<file path="src/rtl/msf_pkg.sv">
package msf_pkg;
   // half of an operand width, used for the split products
   function automatic int half_of(input int w);
      return w / 2;
   endfunction
endpackage

</file>
<file path="src/rtl/msf_reg.sv">
module msf_reg #(
   parameter int W       = 16,
   parameter bit PRESENT = 1'b1,
   parameter bit FALL    = 1'b0
) (
   input  logic         clk,
   input  logic         en,
   input  logic         rst,
   input  logic         hold,
   input  logic [W-1:0] d,
   output logic [W-1:0] q
);
   generate
      if (!PRESENT) begin : g_thru
         assign q = d;
      end else if (FALL) begin : g_neg
         logic [W-1:0] r;
         always_ff @(negedge clk) begin
            if (rst)              r <= '0;
            else if (en && !hold) r <= d;
         end
         assign q = r;
         AST_RST_CLEARS: assert property (@(negedge clk) disable iff (rst)
            $past(rst) |-> q == '0);
         AST_HOLD_KEEPS: assert property (@(negedge clk) disable iff (rst)
            hold |=> $stable(q));
         AST_EN_FREEZES: assert property (@(negedge clk) disable iff (rst)
            !en |=> $stable(q));
         AST_LOAD_TAKES: assert property (@(negedge clk) disable iff (rst)
            (en && !hold) |=> q == $past(d));
      end else begin : g_pos
         logic [W-1:0] r;
         always_ff @(posedge clk) begin
            if (rst)              r <= '0;
            else if (en && !hold) r <= d;
         end
         assign q = r;
         AST_RST_CLEARS: assert property (@(posedge clk) disable iff (rst)
            $past(rst) |-> q == '0);
         AST_HOLD_KEEPS: assert property (@(posedge clk) disable iff (rst)
            hold |=> $stable(q));
         AST_EN_FREEZES: assert property (@(posedge clk) disable iff (rst)
            !en |=> $stable(q));
         AST_LOAD_TAKES: assert property (@(posedge clk) disable iff (rst)
            (en && !hold) |=> q == $past(d));
      end
   endgenerate
endmodule

</file>
<file path="src/rtl/msf_mul.sv">
module msf_mul #(
   parameter int AW = 8,
   parameter int BW = 8,
   parameter bit AS = 1'b0,
   parameter bit BS = 1'b0
) (
   input  logic [AW-1:0]    a,
   input  logic [BW-1:0]    b,
   output logic [AW+BW-1:0] p
);
   localparam int PW = AW + BW;
   logic [PW-1:0] ax, bx;
   generate
      if (AS) begin : g_as
         assign ax = {{BW{a[AW-1]}}, a};
      end else begin : g_au
         assign ax = {{BW{1'b0}}, a};
      end
      if (BS) begin : g_bs
         assign bx = {{AW{b[BW-1]}}, b};
      end else begin : g_bu
         assign bx = {{AW{1'b0}}, b};
      end
   endgenerate
   // low PW bits of the extended product equal the mixed-sign product
   always_comb p = ax * bx;
endmodule

</file>
<file path="src/rtl/msf_top.sv">
module msf_top #(
   parameter int W          = 16,
   parameter bit A_REG      = 1'b0,
   parameter bit B_REG      = 1'b0,
   parameter bit C_REG      = 1'b0,
   parameter bit D_REG      = 1'b0,
   parameter bit HI_PREG    = 1'b0,
   parameter bit LO_PREG    = 1'b0,
   parameter bit FULL_PREG1 = 1'b0,
   parameter bit FULL_PREG2 = 1'b0,
   parameter bit A_SIGNED   = 1'b0,
   parameter bit B_SIGNED   = 1'b0,
   parameter bit FALL_EDGE  = 1'b0,
   parameter bit HALF_ONLY  = 1'b0
) (
   input  logic           clk,
   input  logic           clk_en,
   input  logic           rst_hi,
   input  logic           rst_lo,
   input  logic           hold_a,
   input  logic           hold_b,
   input  logic           hold_c,
   input  logic           hold_d,
   input  logic [W-1:0]   a_in,
   input  logic [W-1:0]   b_in,
   input  logic [W-1:0]   c_in,
   input  logic [W-1:0]   d_in,
   output logic [W-1:0]   c_out,
   output logic [W-1:0]   d_out,
   output logic [W-1:0]   prod_hi,
   output logic [W-1:0]   prod_lo,
   output logic [2*W-1:0] prod_full
);
   import msf_pkg::*;
   localparam int H  = half_of(W);
   localparam int FW = 2 * W;

   generate
      if (W < 4 || (W % 2) != 0) begin : g_bad_w
         $error("msf_top: W must be even and at least 4");
      end
   endgenerate

   logic [W-1:0]  a_q, b_q;
   logic [W-1:0]  hi_raw, lo_raw;
   logic [FW-1:0] full_raw, full_mid;

   msf_reg #(.W(W), .PRESENT(A_REG), .FALL(FALL_EDGE)) u_reg_a (
      .clk(clk), .en(clk_en), .rst(rst_hi), .hold(hold_a), .d(a_in), .q(a_q));
   msf_reg #(.W(W), .PRESENT(B_REG), .FALL(FALL_EDGE)) u_reg_b (
      .clk(clk), .en(clk_en), .rst(rst_lo), .hold(hold_b), .d(b_in), .q(b_q));
   msf_reg #(.W(W), .PRESENT(C_REG), .FALL(FALL_EDGE)) u_reg_c (
      .clk(clk), .en(clk_en), .rst(rst_hi), .hold(hold_c), .d(c_in), .q(c_out));
   msf_reg #(.W(W), .PRESENT(D_REG), .FALL(FALL_EDGE)) u_reg_d (
      .clk(clk), .en(clk_en), .rst(rst_lo), .hold(hold_d), .d(d_in), .q(d_out));

   msf_mul #(.AW(H), .BW(H), .AS(A_SIGNED), .BS(B_SIGNED)) u_mul_hi (
      .a(a_q[W-1:H]), .b(b_q[W-1:H]), .p(hi_raw));
   msf_mul #(.AW(H), .BW(H), .AS(1'b0), .BS(1'b0)) u_mul_lo (
      .a(a_q[H-1:0]), .b(b_q[H-1:0]), .p(lo_raw));

   generate
      if (HALF_ONLY) begin : g_no_full
         assign full_raw = '0;
      end else begin : g_full
         msf_mul #(.AW(W), .BW(W), .AS(A_SIGNED), .BS(B_SIGNED)) u_mul_full (
            .a(a_q), .b(b_q), .p(full_raw));
      end
   endgenerate

   msf_reg #(.W(W), .PRESENT(HI_PREG), .FALL(FALL_EDGE)) u_preg_hi (
      .clk(clk), .en(clk_en), .rst(rst_hi), .hold(1'b0), .d(hi_raw), .q(prod_hi));
   msf_reg #(.W(W), .PRESENT(LO_PREG), .FALL(FALL_EDGE)) u_preg_lo (
      .clk(clk), .en(clk_en), .rst(rst_lo), .hold(1'b0), .d(lo_raw), .q(prod_lo));
   msf_reg #(.W(FW), .PRESENT(FULL_PREG1), .FALL(FALL_EDGE)) u_preg_f1 (
      .clk(clk), .en(clk_en), .rst(rst_lo), .hold(1'b0), .d(full_raw), .q(full_mid));
   msf_reg #(.W(FW), .PRESENT(FULL_PREG2), .FALL(FALL_EDGE)) u_preg_f2 (
      .clk(clk), .en(clk_en), .rst(rst_lo), .hold(1'b0), .d(full_mid), .q(prod_full));

   generate
      if (HALF_ONLY) begin : g_half_chk
         always_comb AST_FULL_ZERO: assert (prod_full == '0);
      end
   endgenerate
endmodule

</file>
<file path="config.mk">
export PLATFORM = sky130hd
export DESIGN_NAME = msf_top
export DESIGN_NICKNAME = d
export VERILOG_FILES = /design/src/rtl/msf_pkg.sv /design/src/rtl/msf_reg.sv /design/src/rtl/msf_mul.sv /design/src/rtl/msf_top.sv
export SDC_FILE = /design/constraint.sdc
export NUM_CORES = 1
export LEC_CHECK = 0
export ABC_CLOCK_PERIOD_IN_PS = 12400
export BUFFER_PORTS_ARGS = -buffer_cell sky130_fd_sc_hd__buf_4
export CORE_MARGIN = 10
export CORE_UTILIZATION = 55
export DETAILED_ROUTE_END_ITERATION = 8
export PLACE_DENSITY_LB_ADDON = 0.2
export RECOVER_POWER = 100
export SYNTH_ARGS = -nofsm -noshare
export SYNTH_HDL_FRONTEND = slang
export SYNTH_SLANG_ARGS = --single-unit
export TNS_END_PERCENT = 30
</file>
<file path="constraint.sdc">
create_clock -name vclk -period 12.4
set_clock_uncertainty 0.15 [all_clocks]
set_input_delay 2.48 -clock vclk [all_inputs]
set_output_delay 2.48 -clock vclk [all_outputs]
set_load 0.03 [all_outputs]
</file>
==> impl_metrics.csv, run 1 <==
group,metric,value,unit
timing,fin_tns_setup,0,ns
floorplanning,row_count,53,
job,cap_viol_max_count,0,
routing,ant_nets,0,
timing,fmax,88.2,MHz
floorplanning,dieHeight,166,um
worst_setup_path,crit_arrival,8.71,ns
hold_path,hp-class,"in2out",
global_routing,grt_util_all_layers,0.193,
cells_and_area,areaGrowthSynthToFinish,3.84,%
floorplanning,die_area,0.0275,mm^2
synthesis,yosysWarnings,0,
timing,tightest_slew,0.933,ns
timing,fin_crit,11.34,ns
worst_setup_path,crit_path_max_fanout,16,
timing,maxSlewHeadroom,0.378,
timing,timing.final.crit_share,0.915,
floorplanning,initial_core_util,0.559,
synthesis,syn_area_per_cell,8.53,um^2
cells_and_area,diodes,0,
timing,setup_slack,1.06,ns
clock_network,ctsHoldBuffers,0,
routing,viasPerCell,5.30,
hold_path,hp-start,"c_in[14]",
synthesis,syn_nets,1854,
place,port_buffers,96,
worst_setup_path,cpMostUsedCell,"fa_1",
global_routing,grt_max_degree,17,
cells_and_area,layout-drive-gt1-share,0.0365,
worst_setup_path,setup.worst_path.start,"a_in[8]",
place,preCtsSetupSlack,1.68,ns
cells_and_area,regArea,0,um^2
worst_setup_path,crit_chain,"clkbuf_1, nand2_1, fa_1, inv_1, fa_1, fa_1, fa_1, fa_1, inv_1, fa_1, inv_1, ha_1, and2_0, and4_1, a211o_1, nand2_1, o211ai_1, a31oi_1, xnor2_1, clkbuf_1",
place,placed_cell_area,0.0124,mm^2
routing,post_drt_wl_per_cell,15.9,um
floorplanning,io_pins,168,
routing,dr.first_iter.drc_count,351,
cells_and_area,layout.cell_area.non_filler,0.0122,mm^2
place,place_congestion,0.863,
floorplanning,die_w,166,um
synthesis,ys_seq_area_frac,0,
global_routing,gr-total-overflow,0,
timing,rsz0062_at_grt,"false",
routing,vias,8872,
place,hpwl,22600,um
routing,route.detailed.drc,0,
outcome,status,"finished, final reports clean",
worst_setup_path,critPathKind,"in2out",
synthesis,netlist-cell-type-count,50,
timing,hold_viol,0,
clock_network,cts_setup_buffers,0,
worst_setup_path,slowest_stage,"clkbuf_1",
global_routing,antenna_found_initial,0,
timing,setup_viol,0,
routing,first_pass_iters,5,
worst_setup_path,endpoint_kind,"output pin",
global_routing,grt_pass1_vias,9791,
global_routing,grt_pass1_wl,45600,um
cells_and_area,sequential_cell_total,0,
worst_setup_path,slowest_delay,0.67,ns
cells_and_area,clkbuf_count,0,
cells_and_area,final_nets,1881,
worst_setup_path,required,9.77,ns
floorplanning,core_area,0.0210,mm^2
timing,slew_violations,0,
routing,wirelength,26600,um
synthesis,syn_area,0.0117,mm^2
worst_setup_path,worst_setup_path_start_kind,"input port",
clock_network,cts_resized,0,
synthesis,synth_cells,1373,
==> metrics by stage <==
step | util | hold slack (ns) | cells
4_1_cts | 0.591 | 4.81 | 1673
3_5_place_dp | 0.591 | 4.81 | 1673
5_1_grt | 0.580 | 4.81 | 1673
2_1_floorplan | - | 4.94 | 1373
3_3_place_gp | 0.591 | 4.81 | 1673
6_report | 0.580 | 4.81 | 1673
==> logic make-up (layout without fill, tap and decap cells) <==
family | count (synthesis) | in the layout | synth area share
buf+inv | 443 | 468 | 0.153
xor+xnor | 44 | 44 | 0.0329
simple gates | 355 | 355 | 0.148
fa+ha+maj | 409 | 409 | 0.597
mux | 2 | 2 | 0.00171
compound gates | 120 | 120 | 0.0681
==> worst max-delay path, delay by kind of cell <==
kind / cells / cell delay (ns)
adder cells (fa/ha/maj): 7 / 3.40
buffers and inverters: 5 / 1.15
AND/OR/NAND/NOR: 4 / 0.85
AO/OA/AOI/OAI: 3 / 0.68
XOR/XNOR: 1 / 0.14
==> layout by cell type (no fill, tap or decap), types with 8 or more instances in the layout <==
cell,count
and2_1,104
ha_1,160
nand3_1,9
nor3_1,10
and2_0,8
buf_4,45
a21o_1,13
o21ai_0,25
inv_1,372
fa_1,249
xnor2_1,31
clkbuf_1,51
xor2_1,13
nor2_1,23
nand2_1,170
nor2b_1,9
a21oi_1,38
==> final timing paths <==
kind | to | depth (start not counted) | slack [ns]
worst max-delay path | prod_full[25] | 20 | 1.06
worst min-delay path | c_out[14] | 0 | 4.81
==> synthesized netlist by cell type (7+ instances only) <==
library cell  count  area (um^2)
nand3_1           9         45.0
nor2_1           23         86.3
a21o_1           13         97.6
o21ai_0          25          125
fa_1            249         4980
a31oi_1           7         43.8
buf_4            34          255
ha_1            160         2000
nor3_1           10         50.1
and2_1          112          701
nand2_1         170          638
inv_1           372         1400
nor2b_1           9         56.3
clkbuf_1         37          139
xor2_1           13          114
xnor2_1          31          272
a21oi_1          37          185
==> per-layer routing <==
metal	global-route usage	part of all wire	up-vias
met5	0	0	-
met4	0.0493	0.025	0
met3	0.0133	0.042	42
met2	0.376	0.55	227
met1	0.221	0.38	4483
li1	-	-	4120
==> final cells by class <==
| cell class | instances | area [um^2] |
|---|---|---|
| fill | 2006 | 8800 |
| inverter | 372 | 1400 |
| multi-input combinational | 930 | 9890 |
| tap | 275 | 344 |
| timing repair buffer | 96 | 529 |
Power of run 1 is left out: the tool's default activity adds up to more than one toggle a clock period on the data nets, which glitch-free logic cannot reach.
==> inputs of run 2 (changes only) <==
- REMOVE_ABC_BUFFERS: default -> 1
==> run 2 against run 1 <==
  * Worst hold slack hardly changed
  * Non-clock buffer count stayed put
  * Flip-flop and latch count did not move
  * Routed wire length increased by 3.4%
  * Sequential share of layout area unchanged
  * Critical path type unchanged
  * Via count is 0.63% higher
  * Cell area barely moved
==> impl_metrics.csv, run 2 (synthesized netlist as in run 1, its figures left out) <==
group,metric,value,unit
outcome,status,"finished, final reports clean",
floorplanning,row_count,53,
timing,tightest_slew,1.12,ns
timing,hold_viol,0,
place,hpwl,23100,um
timing,fin_crit,11.46,ns
cells_and_area,multi_input_area,0.00989,mm^2
routing,route.detailed.drc,0,
timing,maxSlewHeadroom,0.256,
floorplanning,die_w,166,um
routing,vias,8928,
worst_setup_path,crit_arrival,8.83,ns
routing,first_pass_iters,5,
place,place_congestion,0.846,
cells_and_area,mostFrequentLayoutCells,"inv_1 (372), fa_1 (249), nand2_1 (170)",
hold_path,hp-start,"c_in[14]",
worst_setup_path,crit_chain,"clkbuf_1, nand2_1, fa_1, inv_1, fa_1, fa_1, fa_1, fa_1, inv_1, fa_1, inv_1, ha_1, and2_0, and4_1, a211o_1, inv_1, a21oi_2, mux2i_1, a2111oi_2, buf_4",
floorplanning,io_pins,168,
cells_and_area,layout_commonest_cell,"inv_1",
floorplanning,die_area,0.0275,mm^2
place,placed_cell_area,0.0124,mm^2
timing,fmax,87.2,MHz
timing,fin_tns_setup,0,ns
timing,rsz0062_at_grt,"false",
timing,slew_violations,0,
global_routing,gr-total-overflow,0,
cells_and_area,layout.cell_area.non_filler,0.0122,mm^2
worst_setup_path,crit_path_max_fanout,16,
worst_setup_path,critPathKind,"in2out",
routing,ant_nets,0,
timing,timing.final.crit_share,0.924,
job,cap_viol_max_count,0,
global_routing,grt_util_all_layers,0.198,
floorplanning,core_area,0.0210,mm^2
place,dp.cells,1673,
worst_setup_path,slowest_delay,0.80,ns
worst_setup_path,slowest_stage,"clkbuf_1",
worst_setup_path,endpoint_kind,"output pin",
cells_and_area,areaGrowthSynthToFinish,3.90,%
routing,viasPerCell,5.34,
hold_path,hp-class,"in2out",
cells_and_area,final_nets,1881,
worst_setup_path,setup.worst_path.start,"a_in[8]",
worst_setup_path,critPathBufInv,6,
worst_setup_path,worst_setup_path_start_kind,"input port",
global_routing,grt_pass1_wl,46200,um
place,port_buffers,96,
cells_and_area,layout-drive-gt1-share,0.0379,
routing,dr.first_iter.drc_count,362,
cells_and_area,clkbuf_count,0,
timing,setup_viol,0,
clock_network,cts_setup_buffers,0,
floorplanning,initial_core_util,0.559,
floorplanning,dieHeight,166,um
global_routing,grt_pass1_vias,9599,
clock_network,ctsHoldBuffers,0,
routing,post_drt_wl_per_cell,16.4,um
cells_and_area,instances_no_fill,1673,
cells_and_area,nFillCells,2008,
cells_and_area,regArea,0,um^2
cells_and_area,diodes,0,
worst_setup_path,cpMostUsedCell,"fa_1",
routing,wirelength,27500,um
global_routing,antenna_found_initial,1,
cells_and_area,sequential_cell_total,0,
worst_setup_path,required,9.77,ns
clock_network,cts_resized,0,
worst_setup_path,crit_family,"adder cells",
global_routing,grt_max_degree,17,
run 2: cell types whose count changed in the layout (fill, tap and decap cells not counted):
cell | previous run | this run
buf_4 | 45 | 46
clkbuf_1 | 51 | 50
a21oi_1 | 38 | 37
a21oi_2 | 1 | 2
run 2: per-layer routing:
layer	GRT usage	vias up	part of all wire
li1	-	4133	-
met1	0.233	4485	0.39
met2	0.375	256	0.53
met3	0.0248	52	0.046
met4	0.0401	2	0.026
met5	0.00722	-	0.00047
run 2: layout make-up:
cell class,instances,share of cell area
repair buffers,96,0.0438
multi-input cells,930,0.813
inverters,372,0.115
well taps,275,0.0283
run 2: path summary, 6_finish.rpt:
kind	depth (start not counted)	to	slack [ns]
min	0	c_out[14]	4.81
max	20	prod_full[31]	0.94
run 2: per-stage QoR:
stage,util,setup WS (ns),hold WS (ns)
after floorplan,-,1.96,4.81
after global placement,0.591,1.64,4.81
after detailed placement,0.591,1.64,4.81
after CTS,0.591,1.63,4.81
after global routing,0.581,0.688,4.81
final,0.581,0.936,4.81
Power of run 2 is left out for the same reason.
==> inputs of run 3 (changes only) <==
- PLACE_DENSITY_LB_ADDON: 0.2 -> 0.3
==> run 3 against run 2 <==
  * Sequential share of layout area unchanged
  * Flip-flop and latch count unchanged
  * Critical path depth unchanged
  * Cell count unchanged
  * First-iteration DRC count up 4.1%
  * Global-route usage down 0.13 points
  * Critical endpoint unchanged
  * Largest cell class unchanged
  * Highest routed layer is now met4
==> impl_metrics.csv, run 3 (synthesized netlist as in run 1, its figures left out) <==
group,metric,value,unit
clock_network,cts_resized,0,
worst_setup_path,crit_path_max_fanout,16,
floorplanning,dieHeight,166,um
timing,timing.final.crit_share,0.918,
outcome,status,"finished, final reports clean",
routing,viasPerCell,5.28,
routing,route.detailed.drc,0,
global_routing,grt_pass1_wl,45800,um
routing,post_drt_wl_per_cell,16.3,um
worst_setup_path,crit_arrival,8.76,ns
place,hpwl,23400,um
clock_network,cts_setup_buffers,0,
floorplanning,die_area,0.0275,mm^2
timing,slew_violations,0,
cells_and_area,sequential_cell_total,0,
global_routing,gr-total-overflow,0,
clock_network,ctsHoldBuffers,0,
cells_and_area,clkbuf_count,0,
timing,fmax,87.8,MHz
worst_setup_path,critPathBufInv,6,
cells_and_area,layout-drive-gt1-share,0.0379,
floorplanning,initial_core_util,0.559,
worst_setup_path,endpoint_kind,"output pin",
global_routing,grt_pass1_vias,9466,
worst_setup_path,slowest_stage,"clkbuf_1",
cells_and_area,diodes,0,
worst_setup_path,cpMostUsedCell,"fa_1",
cells_and_area,regArea,0,um^2
worst_setup_path,required,9.77,ns
global_routing,antenna_found_initial,0,
place,place_congestion,0.879,
timing,tightest_slew,1.07,ns
worst_setup_path,crit_family,"adder cells",
worst_setup_path,slowest_delay,0.77,ns
global_routing,grt_util_all_layers,0.197,
floorplanning,core_area,0.0210,mm^2
floorplanning,io_pins,168,
timing,maxSlewHeadroom,0.286,
worst_setup_path,critPathKind,"in2out",
place,placed_cell_area,0.0124,mm^2
place,port_buffers,96,
timing,whs,4.81,ns
cells_and_area,areaGrowthSynthToFinish,3.90,%
routing,first_pass_iters,5,
timing,rsz0062_at_grt,"false",
job,cap_viol_max_count,0,
timing,fin_crit,11.39,ns
global_routing,grt_max_degree,17,
timing,setup_viol,0,
routing,vias,8835,
cells_and_area,layout.cell_area.non_filler,0.0122,mm^2
timing,fin_tns_setup,0,ns
timing,hold_viol,0,
routing,ant_nets,0,
floorplanning,row_count,53,
hold_path,hp-class,"in2out",
routing,wirelength,27300,um
worst_setup_path,worst_setup_path_start_kind,"input port",
floorplanning,die_w,166,um
cells_and_area,utilization,0.581,
cells_and_area,layout_commonest_cell,"inv_1",
worst_setup_path,crit_chain,"clkbuf_1, nand2_1, fa_1, inv_1, fa_1, fa_1, fa_1, fa_1, inv_1, fa_1, inv_1, ha_1, and2_1, and4_1, a211o_1, inv_1, a21oi_2, mux2i_1, a2111oi_2, buf_4",
routing,dr.first_iter.drc_count,377,
cells_and_area,final_nets,1881,
cells_and_area,mostFrequentLayoutCells,"inv_1 (372), fa_1 (249), nand2_1 (170)",
-- run 3: cell types whose count changed in the layout (fill, tap and decap cells not counted), sizes merged --
cell | before | now
buf | 46 | 47
clkbuf | 50 | 49
-- run 3: per-stage QoR --
| step | worst slack, ns | std cells |
|---|---|---|
| detailed placement | 1.62 | 1673 |
| floorplan | 1.96 | 1302 |
| finish | 1.01 | 1673 |
| global route | 0.708 | 1673 |
| global placement | 1.69 | 1673 |
| CTS | 1.62 | 1673 |
-- run 3: cell type report --
type               count  area, um^2
fillers             1976        8790
repair buffers        96         537
multi-input cells    930        9890
inverters            372        1400
well taps            275         344
-- run 3: worst paths after layout --
kind | from | endpoint | slack [ns] | depth (start not counted)
worst min-delay path | c_in[10] | c_out[10] | 4.81 | 0
worst max-delay path | a_in[8] | prod_full[31] | 1.01 | 20
-- run 3: metal layers --
layer  vias up  global-route usage  part of all wire
li1       4124                   -                 -
met3        28              0.0289             0.050
met1      4431               0.230              0.39
met2       252               0.374              0.54
met4         0              0.0308             0.016
met5         -              0.0144                 0
Power of run 3 is left out for the same reason.
